## src/rtl/int_alu_pkg.sv

```systemverilog
package int_alu_pkg;

  localparam int OP_W   = 5;
  localparam int SIZE_W = 2;
  localparam int FLAG_W = 5;

  // flag bit positions
  localparam int FX = 4;
  localparam int FN = 3;
  localparam int FZ = 2;
  localparam int FV = 1;
  localparam int FC = 0;

  localparam logic [SIZE_W-1:0] SZ_BYTE = 2'd0;
  localparam logic [SIZE_W-1:0] SZ_WORD = 2'd1;
  localparam logic [SIZE_W-1:0] SZ_LONG = 2'd2;

  typedef enum logic [OP_W-1:0] {
    OP_ADD  = 5'd0,
    OP_SUB  = 5'd1,
    OP_ADC  = 5'd2,
    OP_SBC  = 5'd3,
    OP_NEG  = 5'd4,
    OP_NEGC = 5'd5,
    OP_CMP  = 5'd6,
    OP_AND  = 5'd7,
    OP_OR   = 5'd8,
    OP_XOR  = 5'd9,
    OP_INV  = 5'd10,
    OP_CLR  = 5'd11,
    OP_TEST = 5'd12,
    OP_MOVE = 5'd13,
    OP_SEXT = 5'd14,
    OP_SWAP = 5'd15,
    OP_AADD = 5'd16,
    OP_ASUB = 5'd17,
    OP_ACMP = 5'd18
  } op_e;

endpackage

```

## src/rtl/alu_sizer.sv

```systemverilog
module alu_sizer
  import int_alu_pkg::*;
#(
  parameter int DATA_W = 32
) (
  input  logic [SIZE_W-1:0] size_i,
  input  logic [DATA_W-1:0] value_i,
  output logic [DATA_W-1:0] mask_o,
  output logic              msb_o,
  output logic              zero_o
);
  localparam int QW = DATA_W / 4;
  localparam int HW = DATA_W / 2;

  always_comb begin
    case (size_i)
      SZ_BYTE: begin
        mask_o = {{(DATA_W-QW){1'b0}}, {QW{1'b1}}};
        msb_o  = value_i[QW-1];
      end
      SZ_WORD: begin
        mask_o = {{(DATA_W-HW){1'b0}}, {HW{1'b1}}};
        msb_o  = value_i[HW-1];
      end
      default: begin
        mask_o = {DATA_W{1'b1}};
        msb_o  = value_i[DATA_W-1];
      end
    endcase
    zero_o = ((value_i & mask_o) == '0);
  end
endmodule

```

## src/rtl/alu_addsub.sv

```systemverilog
module alu_addsub
  import int_alu_pkg::*;
#(
  parameter int DATA_W = 32
) (
  input  logic [SIZE_W-1:0] size_i,
  input  logic [DATA_W-1:0] a_i,
  input  logic [DATA_W-1:0] b_i,
  input  logic              cin_i,
  input  logic              sub_i,
  output logic [DATA_W-1:0] sum_o,
  output logic              carry_o,
  output logic              ovf_o
);
  localparam int QW = DATA_W / 4;
  localparam int HW = DATA_W / 2;

  logic [DATA_W-1:0] mask;
  logic [DATA_W-1:0] a_m;
  logic [DATA_W-1:0] b_m;
  logic [DATA_W:0]   wide;
  logic              a_top;
  logic              b_top;
  logic              r_top;

  always_comb begin
    case (size_i)
      SZ_BYTE: mask = {{(DATA_W-QW){1'b0}}, {QW{1'b1}}};
      SZ_WORD: mask = {{(DATA_W-HW){1'b0}}, {HW{1'b1}}};
      default: mask = {DATA_W{1'b1}};
    endcase
    a_m = a_i & mask;
    b_m = b_i & mask;
    // masked operands: the bit just above the size is carry / borrow
    if (sub_i) wide = {1'b0, a_m} - {1'b0, b_m} - {{DATA_W{1'b0}}, cin_i};
    else       wide = {1'b0, a_m} + {1'b0, b_m} + {{DATA_W{1'b0}}, cin_i};
    sum_o = wide[DATA_W-1:0] & mask;
    case (size_i)
      SZ_BYTE: begin
        carry_o = wide[QW];
        a_top = a_m[QW-1]; b_top = b_m[QW-1]; r_top = wide[QW-1];
      end
      SZ_WORD: begin
        carry_o = wide[HW];
        a_top = a_m[HW-1]; b_top = b_m[HW-1]; r_top = wide[HW-1];
      end
      default: begin
        carry_o = wide[DATA_W];
        a_top = a_m[DATA_W-1]; b_top = b_m[DATA_W-1]; r_top = wide[DATA_W-1];
      end
    endcase
    if (sub_i) ovf_o = (a_top != b_top) && (r_top != a_top);
    else       ovf_o = (a_top == b_top) && (r_top != a_top);
  end
endmodule

```

## src/rtl/alu_logic.sv

```systemverilog
module alu_logic
  import int_alu_pkg::*;
#(
  parameter int DATA_W = 32
) (
  input  logic [OP_W-1:0]   op_i,
  input  logic [SIZE_W-1:0] size_i,
  input  logic [DATA_W-1:0] src_i,
  input  logic [DATA_W-1:0] dst_i,
  output logic [DATA_W-1:0] res_o
);
  localparam int QW = DATA_W / 4;
  localparam int HW = DATA_W / 2;

  always_comb begin
    case (op_i)
      OP_AND:  res_o = dst_i & src_i;
      OP_OR:   res_o = dst_i | src_i;
      OP_XOR:  res_o = dst_i ^ src_i;
      OP_INV:  res_o = ~dst_i;
      OP_CLR:  res_o = '0;
      OP_TEST: res_o = dst_i;
      OP_MOVE: res_o = src_i;
      OP_SEXT: begin
        if (size_i == SZ_BYTE || size_i == SZ_WORD)
          res_o = {{(DATA_W-QW){dst_i[QW-1]}}, dst_i[QW-1:0]};
        else
          res_o = {{(DATA_W-HW){dst_i[HW-1]}}, dst_i[HW-1:0]};
      end
      OP_SWAP: res_o = {dst_i[HW-1:0], dst_i[DATA_W-1:HW]};
      default: res_o = dst_i;
    endcase
  end
endmodule

```

## src/rtl/alu_flag_rules.sv

```systemverilog
module alu_flag_rules
  import int_alu_pkg::*;
(
  input  logic [OP_W-1:0]   op_i,
  input  logic [FLAG_W-1:0] flags_i,
  input  logic              msb_i,
  input  logic              zero_i,
  input  logic              carry_i,
  input  logic              ovf_i,
  output logic [FLAG_W-1:0] flags_o
);
  always_comb begin
    flags_o = flags_i;
    case (op_i)
      OP_ADD, OP_SUB, OP_NEG: begin
        flags_o[FX] = carry_i;
        flags_o[FN] = msb_i;
        flags_o[FZ] = zero_i;
        flags_o[FV] = ovf_i;
        flags_o[FC] = carry_i;
      end
      OP_ADC, OP_SBC, OP_NEGC: begin
        flags_o[FX] = carry_i;
        flags_o[FN] = msb_i;
        flags_o[FZ] = zero_i & flags_i[FZ];
        flags_o[FV] = ovf_i;
        flags_o[FC] = carry_i;
      end
      OP_CMP, OP_ACMP: begin
        flags_o[FN] = msb_i;
        flags_o[FZ] = zero_i;
        flags_o[FV] = ovf_i;
        flags_o[FC] = carry_i;
      end
      OP_AND, OP_OR, OP_XOR, OP_INV, OP_TEST, OP_MOVE, OP_SEXT, OP_SWAP: begin
        flags_o[FN] = msb_i;
        flags_o[FZ] = zero_i;
        flags_o[FV] = 1'b0;
        flags_o[FC] = 1'b0;
      end
      OP_CLR: begin
        flags_o[FN] = 1'b0;
        flags_o[FZ] = 1'b1;
        flags_o[FV] = 1'b0;
        flags_o[FC] = 1'b0;
      end
      default: flags_o = flags_i;
    endcase
  end
endmodule

```

## src/rtl/int_alu_flags.sv

```systemverilog
module int_alu_flags
  import int_alu_pkg::*;
#(
  parameter int DATA_W = 32
) (
  input  logic              clk,
  input  logic              rst_n,
  input  logic              en_i,
  input  logic [OP_W-1:0]   op_i,
  input  logic [SIZE_W-1:0] size_i,
  input  logic [DATA_W-1:0] src_i,
  input  logic [DATA_W-1:0] dst_i,
  input  logic [FLAG_W-1:0] flags_i,
  output logic [DATA_W-1:0] result_o,
  output logic [FLAG_W-1:0] flags_o
);
  localparam int HW = DATA_W / 2;

  // reset: asserted at once, released after two clock edges
  logic [1:0] rst_pipe_q;
  logic       rst_int_n;

  always_ff @(posedge clk or negedge rst_n) begin
    if (!rst_n) rst_pipe_q <= 2'b00;
    else        rst_pipe_q <= {rst_pipe_q[0], 1'b1};
  end
  assign rst_int_n = rst_pipe_q[1];

  // operand steering
  logic [DATA_W-1:0] src_ext;
  logic [DATA_W-1:0] add_a;
  logic [DATA_W-1:0] add_b;
  logic              add_sub;
  logic              add_cin;
  logic              is_arith;
  logic [SIZE_W-1:0] eff_size;

  assign src_ext = (size_i == SZ_BYTE || size_i == SZ_WORD) ?
                   {{(DATA_W-HW){src_i[HW-1]}}, src_i[HW-1:0]} : src_i;

  always_comb begin
    add_a    = dst_i;
    add_b    = src_i;
    add_sub  = 1'b0;
    add_cin  = 1'b0;
    is_arith = 1'b1;
    eff_size = size_i;
    case (op_i)
      OP_ADD: ;
      OP_SUB, OP_CMP: add_sub = 1'b1;
      OP_ADC: add_cin = flags_i[FX];
      OP_SBC: begin
        add_sub = 1'b1;
        add_cin = flags_i[FX];
      end
      OP_NEG: begin
        add_a   = '0;
        add_b   = dst_i;
        add_sub = 1'b1;
      end
      OP_NEGC: begin
        add_a   = '0;
        add_b   = dst_i;
        add_sub = 1'b1;
        add_cin = flags_i[FX];
      end
      OP_AADD: begin
        add_b    = src_ext;
        eff_size = SZ_LONG;
      end
      OP_ASUB, OP_ACMP: begin
        add_b    = src_ext;
        add_sub  = 1'b1;
        eff_size = SZ_LONG;
      end
      OP_SEXT: begin
        is_arith = 1'b0;
        eff_size = (size_i == SZ_BYTE || size_i == SZ_WORD) ? SZ_WORD : SZ_LONG;
      end
      OP_SWAP: begin
        is_arith = 1'b0;
        eff_size = SZ_LONG;
      end
      default: is_arith = 1'b0;
    endcase
  end

  // datapath units
  logic [DATA_W-1:0] add_res;
  logic              add_carry;
  logic              add_ovf;
  logic [DATA_W-1:0] log_res;

  alu_addsub #(.DATA_W(DATA_W)) u_addsub (
    .size_i  (eff_size),
    .a_i     (add_a),
    .b_i     (add_b),
    .cin_i   (add_cin),
    .sub_i   (add_sub),
    .sum_o   (add_res),
    .carry_o (add_carry),
    .ovf_o   (add_ovf)
  );

  alu_logic #(.DATA_W(DATA_W)) u_logic (
    .op_i   (op_i),
    .size_i (size_i),
    .src_i  (src_i),
    .dst_i  (dst_i),
    .res_o  (log_res)
  );

  logic [DATA_W-1:0] calc;
  logic [DATA_W-1:0] fld_mask;
  logic              calc_msb;
  logic              calc_zero;

  assign calc = is_arith ? add_res : log_res;

  alu_sizer #(.DATA_W(DATA_W)) u_sizer (
    .size_i  (eff_size),
    .value_i (calc),
    .mask_o  (fld_mask),
    .msb_o   (calc_msb),
    .zero_o  (calc_zero)
  );

  logic [FLAG_W-1:0] flags_nxt;

  alu_flag_rules u_flags (
    .op_i    (op_i),
    .flags_i (flags_i),
    .msb_i   (calc_msb),
    .zero_i  (calc_zero),
    .carry_i (add_carry),
    .ovf_i   (add_ovf),
    .flags_o (flags_nxt)
  );

  // result merge: compares discard the difference
  logic [DATA_W-1:0] result_nxt;

  always_comb begin
    if (op_i == OP_CMP || op_i == OP_ACMP) result_nxt = dst_i;
    else result_nxt = (dst_i & ~fld_mask) | (calc & fld_mask);
  end

  // output registers
  logic [DATA_W-1:0] result_q;
  logic [FLAG_W-1:0] flags_q;

  always_ff @(posedge clk or negedge rst_int_n) begin
    if (!rst_int_n) begin
      result_q <= '0;
      flags_q  <= '0;
    end else if (en_i) begin
      result_q <= result_nxt;
      flags_q  <= flags_nxt;
    end
  end

  assign result_o = result_q;
  assign flags_o  = flags_q;

endmodule

```

## config.mk

```make
export PLATFORM = sky130hd
export DESIGN_NAME = int_alu_flags
export DESIGN_NICKNAME = d
export VERILOG_FILES = /design/src/rtl/int_alu_pkg.sv /design/src/rtl/alu_sizer.sv /design/src/rtl/alu_addsub.sv /design/src/rtl/alu_logic.sv /design/src/rtl/alu_flag_rules.sv /design/src/rtl/int_alu_flags.sv
export SDC_FILE = /design/constraint.sdc
export NUM_CORES = 1
export LEC_CHECK = 0
export ABC_AREA = 1
export BUFFER_PORTS_ARGS = -buffer_cell sky130_fd_sc_hd__buf_2
export CAP_MARGIN = 20
export CORE_MARGIN = 10
export CORE_UTILIZATION = 50
export CTS_BUF_LIST = sky130_fd_sc_hd__clkbuf_2
export DETAILED_ROUTE_END_ITERATION = 6
export PLACE_DENSITY = 0.7
export SLEW_MARGIN = 20
export SYNTH_ARGS = -nofsm -noshare
export SYNTH_HDL_FRONTEND = slang
export SYNTH_SLANG_ARGS = --single-unit
```

## constraint.sdc

```tcl
create_clock -name clk -period 3.7 [get_ports clk]
set_clock_uncertainty 0.15 [all_clocks]
set_input_delay 0.925 -clock clk [delete_from_list [all_inputs] [get_ports clk]]
set_output_delay 0.925 -clock clk [all_outputs]
set_load 0.02 [all_outputs]
```

==> qor.csv, run 1 <==
metric,value,unit
grt-worst-endpoint,flags_o[2]$_DFFE_PN0P_/D,
worstEpCategory,register input,
port-buffer-count,115,
dp_worst_setup_slack,-1.38,ns
haltStage,global routing (5_1_grt),
syn-cell-area,10900,µm²
postSynthAreaPerCell,5.70,µm²
grt_use_total,0.740,
post_synth_num_cell_types,56,
dpl.hpwl,43.6,mm
grt_antenna_before_repair,8,
synthFlopType,dfrtp_1,
clock-sinks,39,
grt_start_max_net_pins,38,
cts-htree-levels,2,
flow.first_error,[ERROR GRT-0232] Routing congestion too high. Check the congestion heatmap in the GUI.,
yosys_register_bits,39,
place.gp.congestion,1.08,
ys_async_sr_fraction,1.00,
status,did not finish,
synth.top_cells.by_area,"ha_1 (17%), nand2_1 (16%), inv_1 (10%)",
synth-seq-area-share,0.0899,
synthCells,1904,
num_io_pins,116,
synthDominantCellAreaShare,0.171,
synth_top_cell_by_area,ha_1,
cts_root_buf,clkbuf_2,
rows,53,
floorplan.die.height,167,µm
synth.yosys.warnings,0,
die_width,167,µm
number_of_buffers_on_the_longest_clock_path,2,
cts_made_buffers,5,
synth-edff-count,0,
mappedNetlistNets,2134,
start_util,0.511,
grt_remaining_overflow,159,
-- synth_stat cells, drive strengths merged, types with 2 or more instances --
master   count
a211oi      24
a21o         2
a21oi      169
a221oi      25
a31oi       18
buf         38
clkbuf      34
dfrtp       39
fa           3
ha         148
inv        304
nand2      460
nand3      165
nand3b       4
nand4       34
nor2       194
nor3        34
nor4         4
o2111ai      7
o211ai       5
o21a         6
o21ai      126
o21bai       2
o221ai       6
o22a         3
o22ai       18
o31ai        2
o41ai        2
or2          3
xnor2        7
xor2         9
-- stage by stage --
| step | utilization | instance area (µm²) | hold WS, ns | instances |
|---|---|---|---|---|
| 3_5_place_dp | 0.765 | 16200 | 0.160 | 2726 |
| 4_1_cts | 0.876 | 18600 | 0.0452 | 2799 |
| 3_3_place_gp | 0.765 | 16200 | 0.143 | 2726 |
| 2_1_floorplan | - | 11800 | 0.181 | 1904 |
-- metal layers --
layer  global-route usage  overflow
met5                0.316         1
met4                0.758        76
met3                0.651         3
met2                0.874        74
met1                0.712         5
-- cell families after synthesis --
group / after synthesis / synth area share
AOI/OAI and AO/OA: 420 / 0.225
and+or+nand+nor: 900 / 0.361
xor gates and xnor gates: 16 / 0.0129
buffers and inverters: 377 / 0.135
DFF: 39 / 0.0899
other: 1 / 0.000346
adders and majority gates: 151 / 0.176
-- repair_timing --
item	in CTS
hold buffers	0
resized for setup	397
gates cloned	6
endpoints found under the setup margin	30
setup buffers	66
pin swaps	132
==> inputs of run 2 (changes only) <==
--- a/config.mk
+++ b/config.mk
@@ -9,10 +9,9 @@
 export BUFFER_PORTS_ARGS = -buffer_cell sky130_fd_sc_hd__buf_2
 export CAP_MARGIN = 20
 export CORE_MARGIN = 10
-export CORE_UTILIZATION = 50
-export CTS_BUF_LIST = sky130_fd_sc_hd__clkbuf_2
+export CORE_UTILIZATION = 35
 export DETAILED_ROUTE_END_ITERATION = 6
-export PLACE_DENSITY = 0.7
+export PLACE_DENSITY_LB_ADDON = 0.15
 export SLEW_MARGIN = 20
 export SYNTH_ARGS = -nofsm -noshare
 export SYNTH_HDL_FRONTEND = slang
==> run 2 against run 1 <==
The flow now finishes, with violations (setup timing). Synthesized area unchanged. Synthesized cell count is the same.
==> qor.csv, run 2 <==
metric,value,unit,change
wire_length_of_the_first_global_routing_pass,89.9,mm,
yosys_register_bits,39,,unchanged
setup-violations-final,32,,
post_synth_num_cell_types,56,,unchanged
initialDrtViolationCount,1522,,
kind_of_launch_point_of_the_worst_setup_path,input port,,
clkTransAtPathRegs,0.06,ns,
worstSetupEndpointType,flop,,
worst_slew_margin_rel,0.399,,
postLayoutSetupSlackWorst,-0.959,ns,
internal_power,2960,µW,
clock-sinks,39,,unchanged
final_clock_period_utilization_by_the_worst_path,1.26,,
report.final.slew_viol_count,0,,
placedCellCount,2916,,+7.0%
worst-r2r-setup-slack,2.67,ns,
detailed_route_via_count,16326,,
combinationalPowerShare,0.816,,
timing.final.crit_period,4.66,ns,
slowest_delay,0.29,ns,
grt_start_max_net_pins,37,,
syn-cell-area,10900,µm²,unchanged
grt_setup_unrepaired,yes,,
mappedNetlistNets,2134,,unchanged
stdcell_count,3014,,
drv_cap,0,,
routed_wire_length,61.1,mm,
cts-htree-levels,2,,unchanged
place.gp.congestion,1.00,,-7.3%
busiest_layer,met2,,
core-area,30600,µm²,
final_common_cell,buf_4,,
finalHoldViolCount,0,,
drc_errors,0,,
timing_worst_slew_pin_value,0.901,ns,
status,"finished, violations left",,
pre_repair_dr_iteration_count,6,,
postLayoutCoreUtil,0.669,,
insertion_delay,0.29,ns,
diodes,0,,
num-nets-final,2847,,
cellLeakagePower,0.0102,µW,
ys_async_sr_fraction,1.00,,unchanged
detail_route.wl_per_cell,20.3,µm,
cts_tree,yes,,
detail-route-antenna-nets,0,,
synth_top_cell_by_area,ha_1,,
violations,setup timing,,
min-delay-path-class,reg -> async,,
cts_made_buffers,5,,unchanged
grt.met1_usage,0.399,,
die_width,196,µm,+17%
layout_cell_share_with_drive_strength_beyond_1,0.511,,
seqPwrFrac,0.095,,
synthFlopType,dfrtp_1,,
irDropWorstVdd,0.321,mV,
yosys.cell_count.top_type,nand2_1,,
flow.area_growth_from_synthesis,88.6,%,
most_frequent_cells_in_the_layout,"buf_4 (570), nand2_1 (329), inv_1 (235)",,
clkPwrFrac,0.089,,
synthDominantCellAreaShare,0.171,,unchanged
groute.layer.met3.usage,0.0399,,
worstReg2RegStart,rst_pipe_q[1]$_DFF_PN0_,,
grt_antenna_before_repair,0,,
num_io_pins,116,,unchanged
power_per_cell_area,281,nW/µm²,
synth-edff-count,0,,unchanged
cp_data_required_time,3.77,ns,
synthCells,1904,,unchanged
power.switching,2790,µW,
criticalPathCategory,in -> reg,,
synth.yosys.warnings,0,,unchanged
crit_fanout,7,,
rows,64,,+21%
via_per_inst,5.42,,
crit_arrival,4.72,ns,
r2r_cell_count,1,,
ys_top_cells_by_count,"nand2_1 (452), inv_1 (293), nor2_1 (183), a21oi_1 (168), nand3_1 (156)",,
clock.fmax,215,MHz,
floorplan.die.height,196,µm,+17%
port-buffer-count,115,,unchanged
synth-seq-area-share,0.0899,,unchanged
start_util,0.355,,-0.157
grt_use_total,0.294,,
grt_use_met2,0.467,,
cts_root_buf,clkbuf_16,,
synth.top_cells.by_area,"ha_1 (17%), nand2_1 (16%), inv_1 (10%)",,
postSynthAreaPerCell,5.70,µm²,unchanged
number_of_buffers_on_the_longest_clock_path,2,,unchanged
flip_flop_count_of_the_largest_register_all_copies_and_words_added,32,,
power_switching_share,0.486,,
reg2reg_to,result_o[26]$_DFFE_PN0P_,,
dpl.hpwl,48.7,mm,+12%
first_global_vias,15684,,
crit_slowest_cell,ha_4,,
die_area,38400,µm²,
grt_remaining_overflow,0,,
==> run 2: cell counts after synthesis <==
Identical to the previous run, type by type.
==> run 2: final cells by class <==
type	count	area (µm²)
flip-flops and latches	39	976
inverters	305	1210
multi-input cells	1488	11400
clock buffers	6	139
repair buffers	778	6210
clock inverters	2	35.0
fillers	2734	10100
well taps	396	495
==> run 2: critical path: cells and delay by family <==
family	cells	cell delay, ns
and+or+nand+nor	19	2.18
buffers and inverters	10	0.93
adders and majority gates	2	0.55
AOI/OAI and AO/OA	1	0.15
==> run 2: power groups by stage <==
stage	logic (µW)	registers [µW]	clock network [µW]
after floorplan	1740	627	0
after global placement	3510	548	0
after detailed placement	3530	550	0
after CTS	3990	544	527
after global routing	5020	552	537
final	4690	546	515
==> run 2: worst max path at each step <==
stage / slack [ns] / cells after the start / end / startpoint
floorplan: -0.63 / 33 / flags_o[4]$_DFFE_PN0P_ / op_i[4]
global placement: -1.46 / 24 / flags_o[2]$_DFFE_PN0P_ / op_i[2]
detailed placement: -1.44 / 26 / flags_o[2]$_DFFE_PN0P_ / op_i[1]
CTS: -0.95 / 28 / flags_o[2]$_DFFE_PN0P_ / op_i[4]
global route: -1.12 / 29 / flags_o[2]$_DFFE_PN0P_ / op_i[2]
finish: -0.96 / 32 / flags_o[2]$_DFFE_PN0P_ / op_i[1]
==> run 2: timing repair <==
item / 4_1_cts / 5_1_grt
hold endpoints to repair: 6 / 0
gates resized for setup: 280 / 371
pin swaps: 112 / 187
setup endpoints to repair: 35 / 35
buffers inserted: 58 / 46
gates cloned: 0 / 2
hold buffers: 1 / 0
==> run 2: stage by stage <==
step | hold WS, ns | setup WS, ns | total power [µW] | cell area (µm²) | setup TNS, ns
after floorplan | 0.181 | -0.635 | 2360 | 11800 | -9.00
after global placement | -0.0456 | -1.46 | 4060 | 16900 | -33.33
after detailed placement | -0.0277 | -1.44 | 4080 | 16900 | -34.01
after CTS | 0.158 | -0.951 | 5060 | 18700 | -16.67
after global routing | 0.175 | -1.12 | 6110 | 20500 | -20.82
final | 0.140 | -0.959 | 5750 | 20500 | -16.48
==> run 2: kinds of logic after synthesis <==
kind of cell | count (synthesis) | synth area share
fa+ha+maj | 151 | 0.176
simple gates | 900 | 0.361
buf+inv | 377 | 0.135
other cells | 1 | 0.000346
flops | 39 | 0.0899
compound gates | 420 | 0.225
xor+xnor | 16 | 0.0129
==> run 2: metal layers <==
layer | vias up | routed length [µm]
met5 | - | 0
met4 | 0 | 2340
met3 | 122 | 4470
met2 | 700 | 27600
met1 | 7740 | 26600
li1 | 7764 | -
No activity file was read; power rests on OpenSTA's default activity.
==> inputs of run 3 (changes only) <==
==> constraint.sdc (replaced) <==
create_clock -name clk -period 4.5 [get_ports clk]
set_clock_uncertainty 0.15 [all_clocks]
set_input_delay 1.125 -clock clk [delete_from_list [all_inputs] [get_ports clk]]
set_output_delay 1.125 -clock clk [all_outputs]
set_load 0.02 [all_outputs]
==> run 3 against run 2 <==
The flow still finishes with violations (setup timing). First-iteration DRC count fell by 6.7%. Flip-flop and latch count did not move. Critical path depth fell by 4. Highest routed layer is now met5. Combinational power fell by 31%. Critical endpoint is now flags_o[1]$_DFFE_PN0P_. Wire length fell by 0.60%. Clock power fell by 7.6%. Hold slack improved by 0.051 ns. Register-to-register slack improved by 0.92 ns. Via count fell by 4.2%. Worst setup slack improved by 0.62 ns.
==> qor.csv, run 3 (synthesis results as in run 2) <==
metric,value,unit,change
status,"finished, violations left",,
violations,setup timing,,
stdcell_count,2880,,-4.4%
cts_root_buf,clkbuf_16,,
fillerInstances,3101,,+13%
timing.final.crit_period,4.84,ns,
grt_use_met2,0.509,,+0.0422
die_area,38400,µm²,unchanged
cellLeakagePower,0.00912,µW,-10%
start_util,0.355,,unchanged
cts_made_buffers,5,,unchanged
multi_input_comb_area,10000,µm²,-12%
min-delay-path-class,reg -> async,,
placedCellCount,2824,,-3.2%
via_per_inst,5.43,,+0.31%
detail_route.wl_per_cell,21.1,µm,+4.0%
power.switching,2030,µW,-27%
grt_antenna_before_repair,3,,+3
drc_errors,0,,unchanged
kind_of_launch_point_of_the_worst_setup_path,input port,,
cts-htree-levels,2,,unchanged
irDropWorstVdd,0.156,mV,-52%
rows,64,,unchanged
report.final.slew_viol_count,0,,unchanged
final_common_cell,buf_4,,
power,4150,µW,-28%
final_clock_period_utilization_by_the_worst_path,1.08,,
port-buffer-count,115,,unchanged
clkPwrFrac,0.115,,+0.026
criticalPathCategory,in -> reg,,
wire_length_of_the_first_global_routing_pass,89.1,mm,-0.99%
storage_element_area,976,µm²,unchanged
seqPwrFrac,0.109,,+0.014
number_of_buffers_on_the_longest_clock_path,2,,unchanged
flip_flop_count_of_the_largest_register_all_copies_and_words_added,32,,unchanged
detailed_route_via_count,15648,,-4.2%
crit_fanout,15,,+8
cts_tree,yes,,
grt_remaining_overflow,0,,unchanged
finalHoldViolCount,0,,unchanged
combinationalPowerShare,0.777,,-0.039
crit_arrival,4.90,ns,+0.18 ns
groute.layer.met3.usage,0.0483,,+0.00835
clock.fmax,207,MHz,
core-area,30600,µm²,unchanged
place.gp.congestion,1.03,,+3.3%
insertion_delay,0.28,ns,about the same
grt_start_max_net_pins,38,,+2.7%
drv_cap,0,,unchanged
worstSetupEndpointType,flop,,
dpl.hpwl,49.5,mm,+1.6%
detail-route-antenna-nets,0,,unchanged
pre_repair_dr_iteration_count,6,,unchanged
internal_power,2120,µW,-28%
clock-sinks,39,,unchanged
layout_cell_share_with_drive_strength_beyond_1,0.397,,-0.115
worst_slew_margin_rel,0.401,,+0.00241
setup_total_negative_slack,-2.55,ns,+13.94 ns
busiest_layer,met2,,
setup-violations-final,17,,-47%
num-nets-final,2712,,-4.7%
grt_use_total,0.297,,+0.00326
power_switching_share,0.490,,+0.00410
num_io_pins,116,,unchanged
initialDrtViolationCount,1420,,-6.7%
grt_setup_unrepaired,yes,,
most_frequent_cells_in_the_layout,"buf_4 (497), nand2_1 (391), inv_1 (278)",,
floorplan.die.height,196,µm,unchanged
routed_wire_length,60.7,mm,-0.60%
timing_worst_slew_pin_value,0.897,ns,-0.00361 ns
clkTransAtPathRegs,0.07,ns,about the same
first_global_vias,15116,,-3.6%
grt.met1_usage,0.352,,-0.0463
power_per_cell_area,235,nW/µm²,-16%
final_cell_area,17700,µm²,-14%
postLayoutSetupSlackWorst,-0.342,ns,+0.617 ns
flow.area_growth_from_synthesis,62.8,%,
die_width,196,µm,unchanged
cp_data_required_time,4.56,ns,+0.79 ns
placed_cell_area,15900,µm²,-6.4%
[run 3: power by group through the flow]
stage	logic (µW)	clock network, µW	registers (µW)
3_5_place_dp	2780	0	454
3_3_place_gp	2770	0	456
5_1_grt	3470	495	456
6_report	3230	476	452
2_1_floorplan	1360	0	515
4_1_cts	3040	482	449
[run 3: metrics by stage]
step	utilization	hold WS [ns]	setup WS, ns
floorplan	-	0.181	-0.0352
global placement	0.518	0.173	-0.896
detailed placement	0.518	0.191	-0.903
CTS	0.559	0.188	-0.220
global route	0.578	0.220	-0.484
finish	0.578	0.191	-0.342
[run 3: final timing paths]
| path | slack (ns) | end | cells past startpoint | start |
|---|---|---|---|---|
| worst max-delay path | -0.34 | flags_o[1]$_DFFE_PN0P_ | 28 | op_i[2] |
| worst min-delay path | 0.19 | result_o[21]$_DFFE_PN0P_ | 1 | rst_pipe_q[1]$_DFF_PN0_ |
| worst max register to register | 3.59 | result_o[16]$_DFFE_PN0P_ | 1 | result_o[16]$_DFFE_PN0P_ |
| worst min register to register | 0.19 | result_o[21]$_DFFE_PN0P_ | 1 | rst_pipe_q[1]$_DFF_PN0_ |
| max in group asynchronous | 3.62 | result_o[10]$_DFFE_PN0P_ | 1 | rst_pipe_q[1]$_DFF_PN0_ |
| min in group clk | 0.20 | rst_pipe_q[1]$_DFF_PN0_ | 0 | rst_pipe_q[0]$_DFF_PN0_ |
[run 3: layout make-up]
type                       count  share of cell area
multi-input combinational   1488               0.568
timing repair buffer         642               0.271
inverter                     305              0.0661
sequential                    39              0.0552
tap                          396              0.0280
clock buffer                   6             0.00729
clock inverter                 2             0.00340
timing repair inverter         1            0.000496
antenna                        1            0.000142
[run 3: timing repair]
action,4_1_cts,5_1_grt
setup endpoints to repair,23,23
cloned,1,0
pin swaps,90,52
hold buffers,0,0
setup buffers,35,13
gates resized for setup,213,103
[run 3: layer usage]
layer  part of all wire  vias to the layer above
met3              0.079                      175
met4              0.057                        4
met1               0.39                     7264
li1                   -                     7482
met5            0.00048                        -
met2               0.47                      723
[run 3: worst max-delay path: stages]
cell      delay [ns]
buf_12          0.10
inv_6           0.03
nor2_4          0.14
nand3_4         0.15
nand2_1         0.10
inv_1           0.06
buf_12          0.15
buf_4           0.16
buf_4           0.16
a221oi_4        0.23
a211oi_4        0.07
ha_1            0.32
buf_4           0.17
nor2_1          0.16
buf_4           0.13
nand4_1         0.23
nand3_1         0.15
nand2_1         0.09
nor2_1          0.09
nor2_1          0.06
xor2_1          0.16
nand2_1         0.11
nand2_2         0.08
nand2_2         0.10
nand3_2         0.10
o21ai_2         0.18
nand2_2         0.12
a21oi_2         0.16
